File: config.mk
export PLATFORM = sky130hd
export DESIGN_NAME = status_flag_reg
export DESIGN_NICKNAME = d
export VERILOG_FILES = /design/src/rtl/sfr_pkg.sv /design/src/rtl/sfr_size_lane.sv /design/src/rtl/sfr_flag_gen.sv /design/src/rtl/sfr_sw_alu.sv /design/src/rtl/status_flag_reg.sv
export SDC_FILE = /design/constraint.sdc
export NUM_CORES = 1
export LEC_CHECK = 0
export ABC_AREA = 1
export BUFFER_PORTS_ARGS = -buffer_cell sky130_fd_sc_hd__buf_2
export CAP_MARGIN = 20
export CELL_PAD_IN_SITES_DETAIL_PLACEMENT = 1
export CELL_PAD_IN_SITES_GLOBAL_PLACEMENT = 1
export CORE_ASPECT_RATIO = 0.8
export CORE_MARGIN = 2
export CORE_UTILIZATION = 27
export CTS_BUF_LIST = sky130_fd_sc_hd__clkbuf_8
export DETAILED_ROUTE_END_ITERATION = 7
export PLACE_DENSITY = 0.95
export SYNTH_ARGS = -nofsm -noshare
export SYNTH_HDL_FRONTEND = slang
export SYNTH_SLANG_ARGS = --single-unit
File: constraint.sdc
create_clock -name clk -period 2.1 [get_ports clk]
set_input_delay 0.21 -clock clk [delete_from_list [all_inputs] [get_ports clk]]
set_output_delay 0.21 -clock clk [all_outputs]
set_load 0.02 [all_outputs]
File: src/rtl/sfr_pkg.sv
package sfr_pkg;
   localparam int REG_W  = 8;
   localparam int POS_I  = 7;
   localparam int POS_UA = 6;
   localparam int POS_H  = 5;
   localparam int POS_UB = 4;
   localparam int POS_N  = 3;
   localparam int POS_Z  = 2;
   localparam int POS_V  = 1;
   localparam int POS_C  = 0;

   typedef enum logic [2:0] {
      SW_NONE = 3'd0,
      SW_LOAD = 3'd1,
      SW_AND  = 3'd2,
      SW_OR   = 3'd3,
      SW_XOR  = 3'd4
   } sw_op_e;

   typedef struct packed {
      logic h;
      logic n;
      logic z;
      logic v;
      logic c;
   } arith_flags_t;
endpackage

File: src/rtl/sfr_size_lane.sv
module sfr_size_lane
   import sfr_pkg::*;
#(
   parameter int LANE_W   = 8,
   parameter int HALF_TAP = 3
) (
   input  logic [LANE_W-1:0] res,
   input  logic [LANE_W-1:0] cout,
   output arith_flags_t      flags
);
   if (LANE_W < 2) begin : g_bad_w
      $error("sfr_size_lane: LANE_W must be at least 2");
   end
   if (HALF_TAP < 0 || HALF_TAP >= LANE_W - 1) begin : g_bad_tap
      $error("sfr_size_lane: HALF_TAP outside lane");
   end

   localparam int TOP = LANE_W - 1;

   always_comb begin
      flags.h = cout[HALF_TAP];
      flags.n = res[TOP];
      flags.z = ~|res;
      flags.c = cout[TOP];
      flags.v = cout[TOP] ^ cout[TOP-1];
   end
endmodule

File: src/rtl/sfr_flag_gen.sv
module sfr_flag_gen
   import sfr_pkg::*;
#(
   parameter int BASE_W    = 8,
   parameter int NUM_SIZES = 3,
   parameter int HALF_GAP  = 4,
   localparam int DATA_W   = BASE_W << (NUM_SIZES - 1),
   localparam int SIZE_W   = $clog2(NUM_SIZES)
) (
   input  logic [SIZE_W-1:0] op_size,
   input  logic [DATA_W-1:0] alu_result,
   input  logic [DATA_W-1:0] alu_cout,
   output arith_flags_t      flags
);
   if (NUM_SIZES < 2) begin : g_bad_sizes
      $error("sfr_flag_gen: NUM_SIZES must be at least 2");
   end
   if (HALF_GAP < 1 || BASE_W < HALF_GAP + 2) begin : g_bad_gap
      $error("sfr_flag_gen: HALF_GAP does not fit BASE_W");
   end

   arith_flags_t lane_flags [NUM_SIZES];

   for (genvar i = 0; i < NUM_SIZES; i++) begin : g_lane
      localparam int LW = BASE_W << i;
      sfr_size_lane #(
         .LANE_W   (LW),
         .HALF_TAP (LW - HALF_GAP - 1)
      ) u_lane (
         .res   (alu_result[LW-1:0]),
         .cout  (alu_cout[LW-1:0]),
         .flags (lane_flags[i])
      );
   end

   int eff_idx;

   always_comb begin
      eff_idx = int'(op_size);
      if (eff_idx >= NUM_SIZES) eff_idx = NUM_SIZES - 1;
      flags = '0;
      for (int i = 0; i < NUM_SIZES; i++) begin
         if (eff_idx == i) flags = lane_flags[i];
      end
   end
endmodule

File: src/rtl/sfr_sw_alu.sv
module sfr_sw_alu
   import sfr_pkg::*;
(
   input  logic [2:0]       op,
   input  logic [REG_W-1:0] cur,
   input  logic [REG_W-1:0] imm,
   output logic             wr,
   output logic [REG_W-1:0] val
);
   sw_op_e op_e;

   always_comb begin
      op_e = sw_op_e'(op);
      wr   = 1'b1;
      val  = cur;
      case (op_e)
         SW_LOAD: val = imm;
         SW_AND:  val = cur & imm;
         SW_OR:   val = cur | imm;
         SW_XOR:  val = cur ^ imm;
         default: wr  = 1'b0;
      endcase
   end
endmodule

File: src/rtl/status_flag_reg.sv
module status_flag_reg
   import sfr_pkg::*;
#(
   parameter int          BASE_W    = 8,
   parameter int          NUM_SIZES = 3,
   parameter int          HALF_GAP  = 4,
   parameter logic [6:0]  RESET_LOW = 7'h00,
   localparam int         DATA_W    = BASE_W << (NUM_SIZES - 1),
   localparam int         SIZE_W    = $clog2(NUM_SIZES)
) (
   input  logic              clk,
   input  logic              rst_n,
   input  logic              exc_entry,
   input  logic [2:0]        sw_op,
   input  logic [REG_W-1:0]  sw_imm,
   input  logic              arith_upd,
   input  logic [4:0]        flag_en,
   input  logic [SIZE_W-1:0] op_size,
   input  logic [DATA_W-1:0] alu_result,
   input  logic [DATA_W-1:0] alu_cout,
   output logic [REG_W-1:0]  ccr_q,
   output logic              irq_masked
);
   localparam logic [REG_W-1:0] RESET_VAL = {1'b1, RESET_LOW};

   arith_flags_t      calc_flags;
   arith_flags_t      en_f;
   logic              sw_wr;
   logic [REG_W-1:0]  sw_val;
   logic [REG_W-1:0]  ccr_d;

   sfr_flag_gen #(
      .BASE_W    (BASE_W),
      .NUM_SIZES (NUM_SIZES),
      .HALF_GAP  (HALF_GAP)
   ) u_flags (
      .op_size    (op_size),
      .alu_result (alu_result),
      .alu_cout   (alu_cout),
      .flags      (calc_flags)
   );

   sfr_sw_alu u_sw (
      .op  (sw_op),
      .cur (ccr_q),
      .imm (sw_imm),
      .wr  (sw_wr),
      .val (sw_val)
   );

   always_comb begin
      en_f  = arith_flags_t'(flag_en);
      ccr_d = ccr_q;
      if (sw_wr) begin
         ccr_d = sw_val;
      end else if (arith_upd) begin
         if (en_f.h) ccr_d[POS_H] = calc_flags.h;
         if (en_f.n) ccr_d[POS_N] = calc_flags.n;
         if (en_f.z) ccr_d[POS_Z] = calc_flags.z;
         if (en_f.v) ccr_d[POS_V] = calc_flags.v;
         if (en_f.c) ccr_d[POS_C] = calc_flags.c;
      end
      if (exc_entry) ccr_d[POS_I] = 1'b1;
   end

   always_ff @(posedge clk or negedge rst_n) begin
      if (!rst_n) ccr_q <= RESET_VAL;
      else        ccr_q <= ccr_d;
   end

   assign irq_masked = ccr_q[POS_I];

   assert_exc_sets_mask_R10: assert property (@(posedge clk) disable iff (!rst_n)
      exc_entry |=> ccr_q[POS_I]);

   assert_arith_keeps_user_R9: assert property (@(posedge clk) disable iff (!rst_n)
      (arith_upd && !sw_wr && !exc_entry) |=>
         ($stable(ccr_q[POS_I]) && $stable(ccr_q[POS_UA]) && $stable(ccr_q[POS_UB])));

   assert_disabled_half_holds_R7: assert property (@(posedge clk) disable iff (!rst_n)
      (arith_upd && sw_op == 3'd0 && !flag_en[4]) |=> $stable(ccr_q[POS_H]));

   assert_load_takes_imm_R8: assert property (@(posedge clk) disable iff (!rst_n)
      (sw_op == 3'd1 && !exc_entry) |=> ccr_q == $past(sw_imm));

   assert_sw_beats_arith_R11: assert property (@(posedge clk) disable iff (!rst_n)
      (sw_op == 3'd1 && arith_upd && exc_entry) |=>
         (ccr_q == ($past(sw_imm) | 8'h80)));

   assert_mask_output_R2: assert property (@(posedge clk) disable iff (!rst_n)
      $rose(ccr_q[POS_I]) |-> $rose(irq_masked));
endmodule

# Word-level counts from Yosys, hierarchy flattened
# Index checks and enable logic that the tools add are counted.
# totals
output_inout_bits	9
input_bits	86
word_cells	62
regBits	8
# classes
bitwise_logic	6
n_reduce_logical	24
eq_ne	7
muxes	17
magnitude_cmp	1
# op_table
cell	count
$logic_not 32->1	1
$pmux 8 s4	1
$reduce_or 32->1	1
$reduce_or 16->1	1
$mux 5	3
$reduce_and 3->1	5
$reduce_bool 2->1	7
$mux 1	9
$and 8x8->8	1
$mux 4	2
$or 8x8->8	1
$reduce_or 8->1	1
$xor 8x8->8	1
$eq 3x2->1 const B	2
$ne 5x1->1 const B	1
$reduce_bool 5->1	1
$mux 2	2
$reduce_and 2->1	2
$reduce_bool 4->1	1
$reduce_or 4->1	1
$eq 3x1->1 const B	1
$eq 3x3->1 const B	1
$logic_not 1->1	3
$xor 1x1->1	3
other kinds (3)	3

# Depth between registers and ports, before layout
# depth
ltp_word	9
depth_mapped	9
mapped_depth_nobuf	9

# Hierarchy
# Synthesis repeated with hierarchy kept, for this count alone.
# unflattened
hier_cells	285
hier_area_um2	1564.0
# modules_own_cells
mod	seq_area_each_um2	area_each_um2	cells_per_inst	n_inst
sfr_sw_alu	0.0	689.4	125	1
status_flag_reg	201.4	436.7	61	1
sfr_size_lane at u_flags.g_lane[2].u_lane	0.0	147.6	35	1
sfr_size_lane at u_flags.g_lane[1].u_lane	0.0	135.1	31	1
sfr_flag_gen	0.0	97.6	22	1
sfr_size_lane at u_flags.g_lane[0].u_lane	0.0	57.6	11	1

# Worst setup path after synthesis
# Ideal clock, no wire load.
# synth_timing
path_type	reg2reg
start	register ccr_q[2]
end	register ccr_q[2]
arrival_ns	1.189
setup_time_ns	0.121
path_buffers	0
stages_incl_launch_ff	9
setup_slack_ns	0.790
required_time_ns	1.979
path_cell_list	dfrtp_1 > inv_1 > ha_1 > nand3_1 > nand2_1 > nor2_1 > nand2_1 > a21oi_1 > nand2_1
# synth_between
elab_chain_len	3
word_cells_on_any_way	5
cone_classes	2 x mux; 3 x bitwise
# synth_rtl
item	line	rtl
start, declared	status_flag_reg.sv:21	output logic [REG_W-1:0] ccr_q,
start signal, assigned	status_flag_reg.sv:68	else ccr_q <= ccr_d;
$xor 8x8->8 (tied with other cells)	sfr_sw_alu.sv:20	SW_XOR: val = cur ^ imm;
$pmux 8 s4 (*)	sfr_sw_alu.sv:16	case (op_e)
$mux 4 (*)	status_flag_reg.sv:54	if (sw_wr) begin
# Every way passes the cells marked *; elsewhere a longest branch is shown, timed or not.
# A chain may end at the register's enable or synchronous reset.

# Worst setup path after layout
# layout_timing
start	register ccr_q[3]
end	register ccr_q[3]
# The elaborated chain is that of the path after synthesis.

==> out/metrics.csv <==
stage,metric,value,unit
clock_tree,Worst-Skew Late Latency,0.24,ns
clock_tree,# clock sinks,8,
clock_tree,post-CTS setup buffer count,0,
timing,fin worst setup slack,0.7850,ns
clock_tree,Num CTS Buffers,3,
cells_and_area,Layout area overhead,37.60,%
global_route,largest net degree at the start of global routing,14,
cells_and_area,largest registers,ccr_q (8),
synthesis,Synth area leaders,"nand2_1 19%, ha_1 16%, dfrtp_1 14%",
cells_and_area,max reg flops,8,
route,vias per cell,4.591,
worst_setup_path,"Slowest-stage cell, CP",dfrtp_1,
worst_setup_path,critical path depth in cells,6,
global_route,vias in the first global route,1546,
worst_setup_path,Worst setup EP type,register,
timing,Final Max Tran Viols,0,
worst_setup_path,RR Endpoint,ccr_q[3],
clock_tree,clock root cell,clkbuf_8,
timing,Final min period,1.315,ns
cells_and_area,layout filler cell count,614,
route,via count,1538,
power_and_ir_drop,internal power,0.0004557,W
place,pre-CTS WS,0.7573,ns
worst_setup_path,reg2reg start,ccr_q[3],
global_route,grt total ovfl,0,
route,Initial DRC Count,40,
cells_and_area,layout cell share with drive strength beyond 1,32.37,%
synthesis,prevailing post-synth register cell,dfrtp_1,
clock_tree,clock slew seen by the registers of the worst setup and hold paths,0.04,ns
synthesis,most frequent cell after synthesis,nand2_1,
route,DRC errors left,0,
route,ANT nets after route,0,
power_and_ir_drop,Sw Ratio,40.70,%
power_and_ir_drop,Leak Pwr,1.038,nW
worst_setup_path,Most common cell on crit path,nand2_1,
synthesis,share of the synthesized area in the top cell type,18.90,%
place,DP Cell Count,330,
global_route,initial antenna violation count,0,
die,Die Area,0.005119,mm²
place,Buffers on Ports,71,
status,outcome,"complete, no violations",
synthesis,"Seq/Total Area, Yosys",16.36,%
route,first-pass iteration count of the detailed router,2,
timing,setup_tns,0,ns
power_and_ir_drop,combinational group share of total power,45.8,%
worst_setup_path,crit path to,ccr_q[3],
power_and_ir_drop,Max VDD drop,0.1510,mV
global_route,Total Routing Usage GR,16.33,%
worst_setup_path,max incr delay on CP,0.39,ns
power_and_ir_drop,net switching power,0.0003128,W
worst_setup_path,startpoint type of the worst setup path,register,
timing,RSZ-0062 raised after global routing,false,
route,DRT Wirelength,3953,µm
worst_setup_path,Crit Path Category,reg2reg,
run,maxcap violations,0,
timing,Clock Skew,0,ns
synthesis,Syn Inst Count,204,
place,routability cong.,0.7423,
cells_and_area,Reg with most FFs,ccr_q,
timing,final hold violation count,0,
worst_hold_path,hold path cells,2,
die,floorplan row count,21,
die,die width,79.50,µm
worst_setup_path,Reg2Reg Depth,6,
synthesis,Netlist cell types,22,
worst_setup_path,WP buf/inv,1,
worst_setup_path,CP Data Required Time,2.21,ns
cells_and_area,antenna cells,0,
timing,Tcrit/Tclk final,62.62,%
worst_setup_path,CP startpoint,ccr_q[3],
synthesis,"Cell Area, Synth",0.001231,mm²
synthesis,post-synth net total,306,
global_route,first-pass GRT wire length,6637,µm
power_and_ir_drop,PD cells,453.6,mW/mm²
clock_tree,H-tree Lvls,1,
place,hpwl dp,3320,µm
synthesis,commonest cells in the netlist,"62 x nand2_1, 37 x nor2_1, 30 x inv_1",
synthesis,Synth area leader,nand2_1,
synthesis,Post-synth EDFFs,0,
die,# IOs,95,
cells_and_area,final net count,381,
worst_hold_path,Min-Delay Path Class,in2reg,
route,drt wl/cell,11.80,µm
timing,Max transition margin,80.55,%
timing,worst slew pin tran,0.2915,ns
worst_setup_path,"Max FO, Critical Path",3,
die,core box area,0.004283,mm²
die,chip height,64.40,µm
synthesis,Post-synth ARST share,100.0,%
worst_setup_path,Top delay family on crit path,flip-flops,
power_and_ir_drop,sequential share of power,27.5,%
timing,max frequency,760.5,MHz
timing,Setup-failing EPs final,0,
die,Initial Util,28.75,%
worst_setup_path,Critical Path AT,1.43,ns
clock_tree,CTS tree,done,
cells_and_area,fin cells,335,
synthesis,syn_area_per_cell,6.035,µm²
power_and_ir_drop,Clock power frac,26.7,%
worst_setup_path,flop-to-flop setup slack,0.79,ns
synthesis,YS warnings,0,
clock_tree,Max Root-Sink Buffers,2,
worst_setup_path,crit-path cells,inv_1 > ha_1 > nand2_1 > nand3_1 > o21ai_0 > nand2_1,
synthesis,"FF+latch count, synth",8,
[stage by stage]
step                util [%]  total power, W  hold WS (ns)  cell area [µm²]
floorplan                  -       0.0004146      -0.08559             1231
global placement       38.27       0.0005420       0.06628             1639
detailed placement     38.27       0.0005628       0.06709             1639
CTS                    39.56       0.0007734        0.1855             1694
global route           39.56       0.0008371        0.1829             1694
finish                 39.56       0.0007685        0.1824             1694
[cells by family after synthesis]
group	count (synthesis)	share of synthesized area, %
buffers and inverters	35	11.59
flip-flops	8	16.36
AND/OR/NAND/NOR	131	48.98
AO/OA/AOI/OAI	14	6.809
adder cells (fa/ha/maj)	16	16.26
[worst min path at each step]
stage                   start  endpoint  slack [ns]
detailed placement      rst_n  ccr_q[6]        0.07
floorplan               rst_n  ccr_q[0]       -0.09
finish              exc_entry  ccr_q[7]        0.18
global placement        rst_n  ccr_q[6]        0.07
global route        exc_entry  ccr_q[7]        0.18
CTS                 exc_entry  ccr_q[7]        0.19
[cell type report]
class	instances	area (µm²)	share of cell area (%)
Tap cell	57	71.32	4.210
Clock inverter	1	3.754	0.2216
Sequential cell	8	201.4	11.89
Clock buffer	3	41.29	2.437
Timing Repair Buffer	72	365.4	21.57
Inverter	33	123.9	7.312
Multi-Input combinational cell	161	887.1	52.36
[worst reg2reg max path, stage by stage, from the launching register on]
cell and delay [ns]:
dfrtp_1 0.39, inv_1 0.10, ha_1 0.24, nand2_1 0.09, nand3_1 0.08, o21ai_0 0.21, nand2_1 0.08
[power by group through the flow]
stage | Clock (W) | Sequential (W) | Combinational [W]
6_report | 0.000205 | 0.000211 | 0.000352
5_1_grt | 0.000215 | 0.000216 | 0.000405
4_1_cts | 0.000203 | 0.000212 | 0.000358
3_5_place_dp | 0 | 0.000213 | 0.000349
3_3_place_gp | 0 | 0.000211 | 0.000331
2_1_floorplan | 0 | 0.000243 | 0.000172
[placed cells by master (no fill, tap or decap)]
master	instances
nor2_1	37
clkbuf_8	3
a21oi_4	1
nand3_1	14
o21ai_0	3
nor2_2	1
a21oi_1	9
inv_1	31
nand3b_4	1
nand3_4	2
dfstp_2	1
dfrtp_1	7
inv_2	3
nand4_1	5
o211ai_1	1
dlygate4sd3_1	1
ha_1	16
nand3b_1	2
buf_2	71
nand2_4	1
nor2_4	1
nand2_1	62
or2_2	5
[layer usage]
metal	vias to the layer above	routed length (µm)	track usage, %
met3	5	280	3.814
met2	52	1918	30.36
li1	779	-	-
met4	0	41	3.879
met5	-	0	0
met1	702	1713	18.68
[timing repair]
item,CTS,global route
hold buffers,1,0
gates resized for setup,0,0
endpoints found under the hold margin,7,0
No activity file was read; power rests on OpenSTA's default activity.
